**config.mk**
```make
export PLATFORM = sky130hd
export DESIGN_NAME = usb_hc_ctl_slice
export DESIGN_NICKNAME = d
export VERILOG_FILES = /design/src/rtl/usb_hc_pkg.sv /design/src/rtl/hc_wr_decode.sv /design/src/rtl/hc_reg_bank.sv /design/src/rtl/hc_smi_gen.sv /design/src/rtl/usb_hc_ctl_slice.sv
export SDC_FILE = /design/constraint.sdc
export NUM_CORES = 2
export LEC_CHECK = 0
export BUFFER_PORTS_ARGS = -buffer_cell sky130_fd_sc_hd__buf_4
export CAP_MARGIN = 30
export CELL_PAD_IN_SITES_DETAIL_PLACEMENT = 0
export CELL_PAD_IN_SITES_GLOBAL_PLACEMENT = 1
export CORE_MARGIN = 1
export CORE_UTILIZATION = 45
export DETAILED_ROUTE_END_ITERATION = 10
export PLACE_DENSITY = 0.71
export SLEW_MARGIN = 20
export SYNTH_ARGS = -nofsm -noshare
export SYNTH_HDL_FRONTEND = slang
export SYNTH_SLANG_ARGS = --single-unit
```
**constraint.sdc**
```tcl
create_clock -name clk_i -period 2.3 [get_ports clk_i]
set_input_delay 0.345 -clock clk_i [delete_from_list [all_inputs] [get_ports clk_i]]
set_output_delay 0.345 -clock clk_i [all_outputs]
set_load 0.005 [all_outputs]
```
**src/rtl/usb_hc_pkg.sv**
```systemverilog
package usb_hc_pkg;
  localparam int OFF_CTRL    = 'h04;
  localparam int OFF_CMD     = 'h08;
  localparam int OFF_IST0    = 'h0C;
  localparam int OFF_IST1    = 'h0D;
  localparam int OFF_IST2    = 'h0E;
  localparam int OFF_IST3    = 'h0F;
  localparam int OFF_IEN3    = 'h13;
  localparam int OFF_RH_DESC = 'h48;
  localparam int OFF_PCHG0   = 'h56;
  localparam int OFF_PCHG1   = 'h5A;

  localparam logic [7:0] CMD_SWRST_BIT = 8'h01;
  localparam logic [7:0] CMD_OWN_BIT   = 8'h08;
  localparam logic [7:0] IST0_W1C_MASK = 8'h7F;
  localparam logic [7:0] IST3_OWN_MASK = 8'h40;
  localparam logic [7:0] PCHG_FS_LOAD  = 8'h16;

  function automatic logic [7:0] reset_byte(int idx);
    case (idx)
      'h00:        reset_byte = 8'h10;
      'h01:        reset_byte = 8'h01;
      OFF_RH_DESC: reset_byte = 8'h02;
      default:     reset_byte = 8'h00;
    endcase
  endfunction
endpackage

```
**src/rtl/hc_wr_decode.sv**
```systemverilog
module hc_wr_decode #(
  parameter int ADDR_W = 12,
  parameter int IDX_W  = 7
) (
  input  logic              wr_en_i,
  input  logic [ADDR_W-1:0] addr_i,
  input  logic [7:0]        wdata_i,
  output logic              in_win_o,
  output logic              wr_hit_o,
  output logic [IDX_W-1:0]  idx_o,
  output logic              soft_rst_o,
  output logic              own_req_o,
  output logic              fs_reset_o
);
  import usb_hc_pkg::*;

  assign in_win_o = (addr_i[ADDR_W-1:IDX_W] == '0);
  assign idx_o    = addr_i[IDX_W-1:0];
  assign wr_hit_o = wr_en_i && in_win_o;

  logic cmd_hit;
  assign cmd_hit    = wr_hit_o && (int'(idx_o) == OFF_CMD);
  assign soft_rst_o = cmd_hit && ((wdata_i & CMD_SWRST_BIT) != 8'h00);
  assign own_req_o  = cmd_hit && ((wdata_i & CMD_OWN_BIT) != 8'h00);
  assign fs_reset_o = wr_hit_o && (int'(idx_o) == OFF_CTRL) && (wdata_i[7:6] == 2'b00);
endmodule

```
**src/rtl/hc_reg_bank.sv**
```systemverilog
module hc_reg_bank #(
  parameter int NB    = 128,
  parameter int IDX_W = 7
) (
  input  logic                clk_i,
  input  logic                rst_ni,
  input  logic                wr_hit_i,
  input  logic [IDX_W-1:0]    idx_i,
  input  logic [7:0]          wdata_i,
  input  logic                soft_rst_i,
  input  logic                own_req_i,
  input  logic                fs_reset_i,
  input  logic [7:0]          evt_i,
  output logic [NB-1:0][7:0]  regs_o
);
  import usb_hc_pkg::*;

  logic [NB-1:0][7:0] q, nxt;

  always_comb begin
    nxt = q;
    if (soft_rst_i) begin
      for (int i = 0; i < NB; i++) nxt[i] = reset_byte(i);
      nxt[OFF_CMD] = wdata_i & ~CMD_SWRST_BIT;
    end else begin
      nxt[OFF_IST0] = q[OFF_IST0] | evt_i;
      if (wr_hit_i) begin
        case (int'(idx_i))
          OFF_IST0: nxt[OFF_IST0] = (q[OFF_IST0] & ~(wdata_i & IST0_W1C_MASK)) | evt_i;
          OFF_IST1, OFF_IST2: ;
          OFF_IST3: nxt[OFF_IST3] = q[OFF_IST3] & ~(wdata_i & IST3_OWN_MASK);
          OFF_CMD: begin
            nxt[OFF_CMD] = wdata_i & ~CMD_SWRST_BIT;
            if (own_req_i) nxt[OFF_IST3] = IST3_OWN_MASK;
          end
          OFF_CTRL: begin
            nxt[OFF_CTRL] = wdata_i;
            if (fs_reset_i) begin
              nxt[OFF_PCHG0] = PCHG_FS_LOAD;
              nxt[OFF_PCHG1] = PCHG_FS_LOAD;
            end
          end
          default: nxt[idx_i] = wdata_i;
        endcase
      end
    end
  end

  always_ff @(posedge clk_i or negedge rst_ni) begin
    if (!rst_ni) begin
      for (int i = 0; i < NB; i++) q[i] <= reset_byte(i);
    end else begin
      q <= nxt;
    end
  end

  assign regs_o = q;

  // software reset reloads defaults
  assert_swrst_defaults_R2: assert property (@(posedge clk_i) disable iff (!rst_ni)
    soft_rst_i |=> (q['h00] == 8'h10 && q['h01] == 8'h01 && q[OFF_RH_DESC] == 8'h02
                    && q[OFF_IST0] == 8'h00 && !q[OFF_CMD][0]));
  // ownership request latches status
  assert_own_status_R3: assert property (@(posedge clk_i) disable iff (!rst_ni)
    (own_req_i && !soft_rst_i) |=> (q[OFF_IST3] == 8'h40));
  // write-one-to-clear
  assert_w1c_clear_R5: assert property (@(posedge clk_i) disable iff (!rst_ni)
    (wr_hit_i && int'(idx_i) == OFF_IST0 && evt_i == 8'h00)
      |=> ((q[OFF_IST0] & $past(wdata_i & IST0_W1C_MASK)) == 8'h00));
  // read-only status bytes
  assert_ist1_frozen_R6: assert property (@(posedge clk_i) disable iff (!rst_ni)
    (wr_hit_i && int'(idx_i) == OFF_IST1 && !soft_rst_i) |=> $stable(q[OFF_IST1]));
  // functional-state reset loads port change bytes
  assert_fs_load_R8: assert property (@(posedge clk_i) disable iff (!rst_ni)
    fs_reset_i |=> (q[OFF_PCHG0] == 8'h16 && q[OFF_PCHG1] == 8'h16));
endmodule

```
**src/rtl/hc_smi_gen.sv**
```systemverilog
module hc_smi_gen (
  input  logic       clk_i,
  input  logic       rst_ni,
  input  logic       own_req_i,
  input  logic [1:0] smi_en_i,
  output logic       smi_o
);
  logic smi_q;

  always_ff @(posedge clk_i or negedge rst_ni) begin
    if (!rst_ni) smi_q <= 1'b0;
    else         smi_q <= own_req_i && (smi_en_i == 2'b11);
  end

  assign smi_o = smi_q;

  // pulse follows an enabled request, and only that
  assert_smi_fire_R4: assert property (@(posedge clk_i) disable iff (!rst_ni)
    (own_req_i && smi_en_i == 2'b11) |=> smi_o);
  assert_smi_quiet_R4: assert property (@(posedge clk_i) disable iff (!rst_ni)
    !own_req_i |=> !smi_o);
endmodule

```
**src/rtl/usb_hc_ctl_slice.sv**
```systemverilog
module usb_hc_ctl_slice #(
  parameter int ADDR_W    = 12,
  parameter int WIN_BYTES = 128
) (
  input  logic              clk_i,
  input  logic              rst_ni,
  input  logic              wr_en_i,
  input  logic [ADDR_W-1:0] addr_i,
  input  logic [7:0]        wdata_i,
  input  logic [7:0]        evt_i,
  output logic [7:0]        rdata_o,
  output logic              smi_o
);
  import usb_hc_pkg::*;

  localparam int IDX_W = $clog2(WIN_BYTES);

  logic                       in_win, wr_hit, soft_rst, own_req, fs_reset;
  logic [IDX_W-1:0]           idx;
  logic [WIN_BYTES-1:0][7:0]  regs;

  hc_wr_decode #(.ADDR_W(ADDR_W), .IDX_W(IDX_W)) i_dec (
    .wr_en_i   (wr_en_i),
    .addr_i    (addr_i),
    .wdata_i   (wdata_i),
    .in_win_o  (in_win),
    .wr_hit_o  (wr_hit),
    .idx_o     (idx),
    .soft_rst_o(soft_rst),
    .own_req_o (own_req),
    .fs_reset_o(fs_reset)
  );

  hc_reg_bank #(.NB(WIN_BYTES), .IDX_W(IDX_W)) i_bank (
    .clk_i     (clk_i),
    .rst_ni    (rst_ni),
    .wr_hit_i  (wr_hit),
    .idx_i     (idx),
    .wdata_i   (wdata_i),
    .soft_rst_i(soft_rst),
    .own_req_i (own_req),
    .fs_reset_i(fs_reset),
    .evt_i     (evt_i),
    .regs_o    (regs)
  );

  hc_smi_gen i_smi (
    .clk_i    (clk_i),
    .rst_ni   (rst_ni),
    .own_req_i(own_req),
    .smi_en_i (regs[OFF_IEN3][7:6]),
    .smi_o    (smi_o)
  );

  assign rdata_o = in_win ? regs[idx] : 8'h00;
endmodule

```
Word level (Yosys, flattened, before mapping)
Index checks and enable logic that the tools add are counted.
{ "word_totals": {"register_bits": 1025, "latch_bits": 0, "mem_bits_rw": 0, "rom_bits": 0, "inputBits": 31, "output_inout_bits": 9, "wordCells": 196, "mem_count": 0} }
{ "classes": {"n_addsub": 0, "n_mul": 0, "n_div": 0, "magnitude_cmp": 2, "n_eq_ne": 15, "shift": 0, "muxes": 23, "bitwise_logic": 6, "reduce_logical": 21} }
{ "op_table": {"columns": ["operator", "count"], "rows": [
  ["$mux 1024", 2],
  ["$bwmux 1024", 1],
  ["$mux 560", 1],
  ["$mux 296", 1],
  ["$pmux 8 s2", 5],
  ["$mux 24", 3],
  ["$bmux 8 s7", 1],
  ["$demux 8 s7", 1],
  ["$eq 7x4->1 const B", 6],
  ["$mux 8", 5],
  ["$mux 32", 1],
  ["$pmux 8 s3", 1],
  ["$and 8x8->8", 2],
  ["$mux 16", 1],
  ["$not 7->8", 2],
  ["$or 8x8->8", 2],
  ["$reduce_or 5->1", 3],
  ["$logic_and 1x1->1", 8],
  ["$lt 7x8->1 const B", 1],
  ["$ne 2x1->1 const B", 4],
  ["$eq 7x3->1 const B", 1],
  ["$eq 7x5->1 const B", 1],
  ["$ge 7x1->1 const B", 1],
  ["$reduce_and 2->1", 3],
  ["other kinds (9)", 10]
]} }

Logic depth before layout (Yosys ltp)
{ "depth": {"ltp_word": 8, "ltp_mapped": 10, "ltp_nobuf": 6} }

Modules after synthesis
From an unflattened synthesis, not the netlist that was laid out.
{ "unflattened": {"hier_cells": 3790, "area_unflattened_um2": 47695.7} }
{ "by_module_without_submodules": {"columns": ["mod", "instances", "cells_each", "area_each_um2", "seq_area_each_um2"], "rows": [
  ["hc_reg_bank", 1, 3033, 39216.4, 25628.3],
  ["usb_hc_ctl_slice", 1, 733, 8300.5, 0.0],
  ["hc_wr_decode", 1, 22, 147.6, 0.0],
  ["hc_smi_gen", 1, 2, 31.3, 25.0]
]} }

Worst setup path before layout
Ideal clock, no wire load.
{ "synth_path": {"path_type": "input-to-output", "from": "in addr_i[0]", "to": "out rdata_o[6]", "arrival_ns": 1.883, "required_time_ns": 1.955, "slack_ns": 0.072, "stages": 10, "n_path_buf": 4, "cell_sequence": "buf_4 -> buf_6 -> buf_2 -> buf_2 -> mux2i_1 -> o22ai_1 -> o21ai_0 -> a41oi_1 -> nor4_1 -> nor2_1"} }
{ "synth_between": {"elab_chain_cells": 3} }
{ "synth_lines": {"columns": ["item", "line", "rtl"], "rows": [
  ["start, declared", "usb_hc_ctl_slice.sv:8", "input logic [ADDR_W-1:0] addr_i,"],
  ["$bmux 8 s7", "usb_hc_ctl_slice.sv:55", "assign rdata_o = in_win ? regs[idx] : 8'h00;"],
  ["$mux 8 (implied by the code)", "usb_hc_ctl_slice.sv:55", null],
  ["$mux 8", "usb_hc_ctl_slice.sv:55", null],
  ["end, declared", "usb_hc_ctl_slice.sv:11", "output logic [7:0] rdata_o,"]
]} }
Every way passes these cells. The select of a mux whose other input is x is not followed.

Final worst setup path
{ "layout_path": {"from": "reg i_bank.q, in the netlist i_bank.regs_o[23]", "to": "out rdata_o[7]"} }
{ "layout_between": {"elab_chain_cells": 3} }
{ "layout_lines": {"columns": ["item", "line", "rtl"], "rows": [
  ["start, declared", "hc_reg_bank.sv:18", "logic [NB-1:0][7:0] q, nxt;"],
  ["start signal, assigned", "hc_reg_bank.sv:53", "q <= nxt;"],
  ["$bmux 8 s7", "usb_hc_ctl_slice.sv:55", null],
  ["$mux 8 (implied by the code)", "usb_hc_ctl_slice.sv:55", null],
  ["$mux 8", "usb_hc_ctl_slice.sv:55", null]
]} }
Every way passes these cells. The select of a mux whose other input is x is not followed.

==> key figures <==
Die
  – Core Box Area: 105100 um2
  – Die Area: 107300 um2
  – Num ports: 40
  – Die W: 327.6 um
  – Floorplan row count: ~120
  – Die Ht: approximately 330 um
  – Initial Util: 45.38%

Drt
  – Detailed Route WL: around 160000 um
  – Met2 Wirelength: 68460 um
  – Router iterations before antenna repair: 5
  – DR vias/cell: 6.309
  – Highest routed layer: met4
  – Routed length on met3: between 10000 and 15000 um
  – Final ANT Viol Nets: 0
  – M1 wire length: about 70000 um
  – WL/cell: 27.52 um
  – DRC viols: 0
  – Initial DRC count: around 3300
  – Vias: roughly 36000

CTS
  – Clk_lat worst skew: around 0.70 ns
  – Longest Clk Path Bufs: 3
  – CTS Sinks: slightly above 1000
  – Register clock-pin slew on the reported worst setup and hold paths: about 0.06 ns
  – H-tree depth: 3
  – Cts bufs inserted: roughly 110
  – CTS tree: built
  – Clock root cell: clkbuf_16

Logic synthesis
  – Share of the synthesized area in the top cell type: 53.61%
  – Synthesized area per cell: 12.99 um2
  – Cell variety after synth: 65
  – Post-synth top area cell: dfrtp_1
  – Seq/Total Area, Yosys: between 50% and 60%
  – Post-synthesis cell area: ~48000 um2
  – Post-synth net total: about 3700
  – Commonest cells in the netlist: dfrtp_1, a22o_1, mux2i_1, o22ai_1, buf_2
  – Gate Count Post-Synth: 3673
  – Main synth FF type: dfrtp_1
  – Synthesized flop and latch total: 1025
  – Async S/R FF share, synth: 100.0%
  – Most frequent cell after synthesis: dfrtp_1
  – Yosys warns: 0
  – Number of flops mapped to enable cells by yosys: 0
  – Ranking of synthesized cells by area: dfrtp_1, a22o_1, mux2i_1, o21ai_4, o22ai_1

STA
  – RSZ-0062 raised after global routing: true
  – Setup TNS: -5.118 ns
  – Final setup skew: around 0.0010 ns
  – Max_slew headroom: between 40% and 50%
  – Slew @ Worst Pin: a little over 0.8 ns
  – Final number of hold-violating endpoints: 0
  – Setup-failing EPs final: 8
  – Tcrit/Tclk final: 131.4%
  – Final min period: around 3 ns
  – Pins over their slew limit: 0
  – Max Clock Freq: 331.0 MHz
  – Setup ws final: -0.7215 ns

Worst setup path
  – Critical path data arrival time: ~2.7 ns
  – Startpoint Class: flop
  – Crit path capture type: output port
  – Worst-path fanout max: 2
  – CP Data Required Time: around 2.0 ns
  – Critical path class: reg -> out

Final layout
  – Nets: about 4200
  – Fill cell count: a little under 9000
  – Non-Filler Instances: 5635
  – Layout cell share with drive strength beyond 1: 28.78%
  – Area grow syn2layout: 24.30%
  – Final Instance Area: approximately 59000 um2

Power
  – Internal power: 29.90 mW
  – Tot Pwr: approximately 40 mW
  – Combinational share of power: around 6%
  – Worst VDD drop: 0.0006371 V
  – Leak: ~27 nW
  – Switching Fraction: about a quarter
  – Pwr/cell area: roughly 660 nW/um2
  – P_sw: a little over 9 mW
  – Sequential power share: 46.4%
  – Clock power frac: ~48%

Flow run
  – Max Cap Viol: 0

Global route
  – Largest net degree at the start of global routing: 76
  – Number of global-route vias before repair: ~36000
  – All-layer global routing usage: approximately 29%
  – Global-route wire length before repair: roughly 240000 um
  – Initial antenna violation count: 1
  – Gr ovfl total: 0

Placed design
  – Hpwl dp: roughly 100000 um
  – Final GP Congestion: just over 0.9
  – Placed cells: about 5400
  – DP Area: roughly 54000 um2
  – Port bufs: 39

Worst hold path
  – Worst hold path type: in -> reg

Outcome
  – Outcome: finished with violations
  – Failing checks: setup timing
## final timing paths
kind	start	to	slack, ns	cells after the start
setup reg to reg	i_bank.regs_o[101]	i_bank.regs_o[101]	1.09	3
min in group asynchronous	rst_ni	i_bank.regs_o[379]	0.13	2
max in group asynchronous	rst_ni	i_bank.regs_o[891]	1.20	4
hold reg to reg	i_bank.regs_o[113]	i_bank.regs_o[113]	0.48	1
setup / recovery	i_bank.regs_o[23]	rdata_o[7]	-0.72	9
hold / removal	wdata_i[1]	i_bank.regs_o[65]	0.05	2
## registers in the layout, summed over array words and instances (netlist names)
name,count
i_bank.regs_o,1024
i_smi.smi_o,1
## power by group through the flow
| stage | Clock (mW) | Combinational, mW | Sequential [mW] |
|---|---|---|---|
| final | 18.6 | 2.36 | 18.1 |
| after global routing | 19.6 | 2.50 | 18.1 |
| after CTS | 18.9 | 2.32 | 18.1 |
| after detailed placement | 0 | 2.25 | 18.5 |
| after global placement | 0 | 2.25 | 18.5 |
| after floorplan | 0 | 0.957 | 18.5 |
## cells by family (layout without fill, tap and decap cells)
kind of cell               count (synthesis)  count (layout)  share of synthesized area [%]
muxes                                    528             528                          11.12
AOI/OAI and AO/OA                       1548            1548                          27.74
and+or+nand+nor                          268             268                          3.730
DFF                                     1025            1025                          53.78
buffers and inverters                    303             872                          3.612
adders and majority gates                  1               1                        0.02360
other                                      0               2                              0
## stage by stage
| step | util, % | hold WS, ns | setup slack, ns |
|---|---|---|---|
| finish | 56.41 | 0.04611 | -0.7215 |
| global route | 56.41 | 0.02306 | -0.7931 |
| CTS | 56.07 | 0.0004486 | -0.7245 |
| detailed placement | 51.65 | 0.2666 | -1.294 |
| global placement | 51.65 | 0.2674 | -1.416 |
| floorplan | - | 0.04941 | 0.07235 |
## layout by cell type, fill, tap and decap left out, types with 8 or more instances in the layout
master | netlist | routed
nor2_4 | 29 | 35
clkbuf_16 | 0 | 114
and2_1 | 32 | 25
nand2_1 | 14 | 13
a22o_1 | 952 | 952
a41oi_2 | 0 | 9
a32o_1 | 17 | 17
buf_12 | 11 | 127
mux2i_2 | 0 | 15
dfrtp_1 | 1022 | 1022
o21ai_4 | 111 | 111
buf_4 | 30 | 495
a41oi_4 | 0 | 19
o22ai_2 | 0 | 16
dlygate4sd3_1 | 0 | 15
bufinv_16 | 0 | 11
nor2_2 | 83 | 82
a21oi_1 | 14 | 14
nand3_1 | 12 | 11
clkbuf_1 | 82 | 25
o22ai_1 | 257 | 241
mux2_1 | 8 | 8
o21ai_2 | 12 | 40
o21ai_1 | 13 | 67
mux2i_1 | 514 | 495
clkinv_2 | 0 | 26
clkbuf_8 | 0 | 23
o21ai_0 | 125 | 43
nor2_1 | 38 | 33
buf_6 | 13 | 16
## final cells by class
| cell class | instances | area, um2 | share of cell area, % |
|---|---|---|---|
| inverters | 5 | 18.77 | 0.03165 |
| multi-input cells | 2345 | 21280 | 35.89 |
| diodes | 2 | 5.005 | 0.008440 |
| clock buffers | 160 | 3213 | 5.419 |
| well taps | 1391 | 1740 | 2.935 |
| clock inverters | 45 | 559.3 | 0.9432 |
| repair buffers | 662 | 6824 | 11.51 |
| flip-flops and latches | 1025 | 25650 | 43.26 |
## routing by layer
layer  vias up  global-route usage (%)
li1      15430                       -
met1     18450                   43.66
met2      1437                   42.41
met3       235                   4.475
met4         0                   8.818
met5         -                       0
## repair_timing
item	4_1_cts	5_1_grt
gates cloned	1	2
pin swaps	45	44
endpoints found under the setup margin	8	9
setup buffers	1	7
endpoints found under the hold margin	409	0
hold buffers	15	0
resized for setup	182	62
## worst max-delay path: stages, from the launching register on
cell and delay, ns:
dfrtp_1 0.39, mux2i_1 0.19, o22ai_1 0.15, o21ai_1 0.15
buf_4 0.14, a41oi_2 0.14, buf_6 0.17, nor4_4 0.37
nor2_1 0.11, buf_4 0.15
Power figures use the tool's default switching activity.
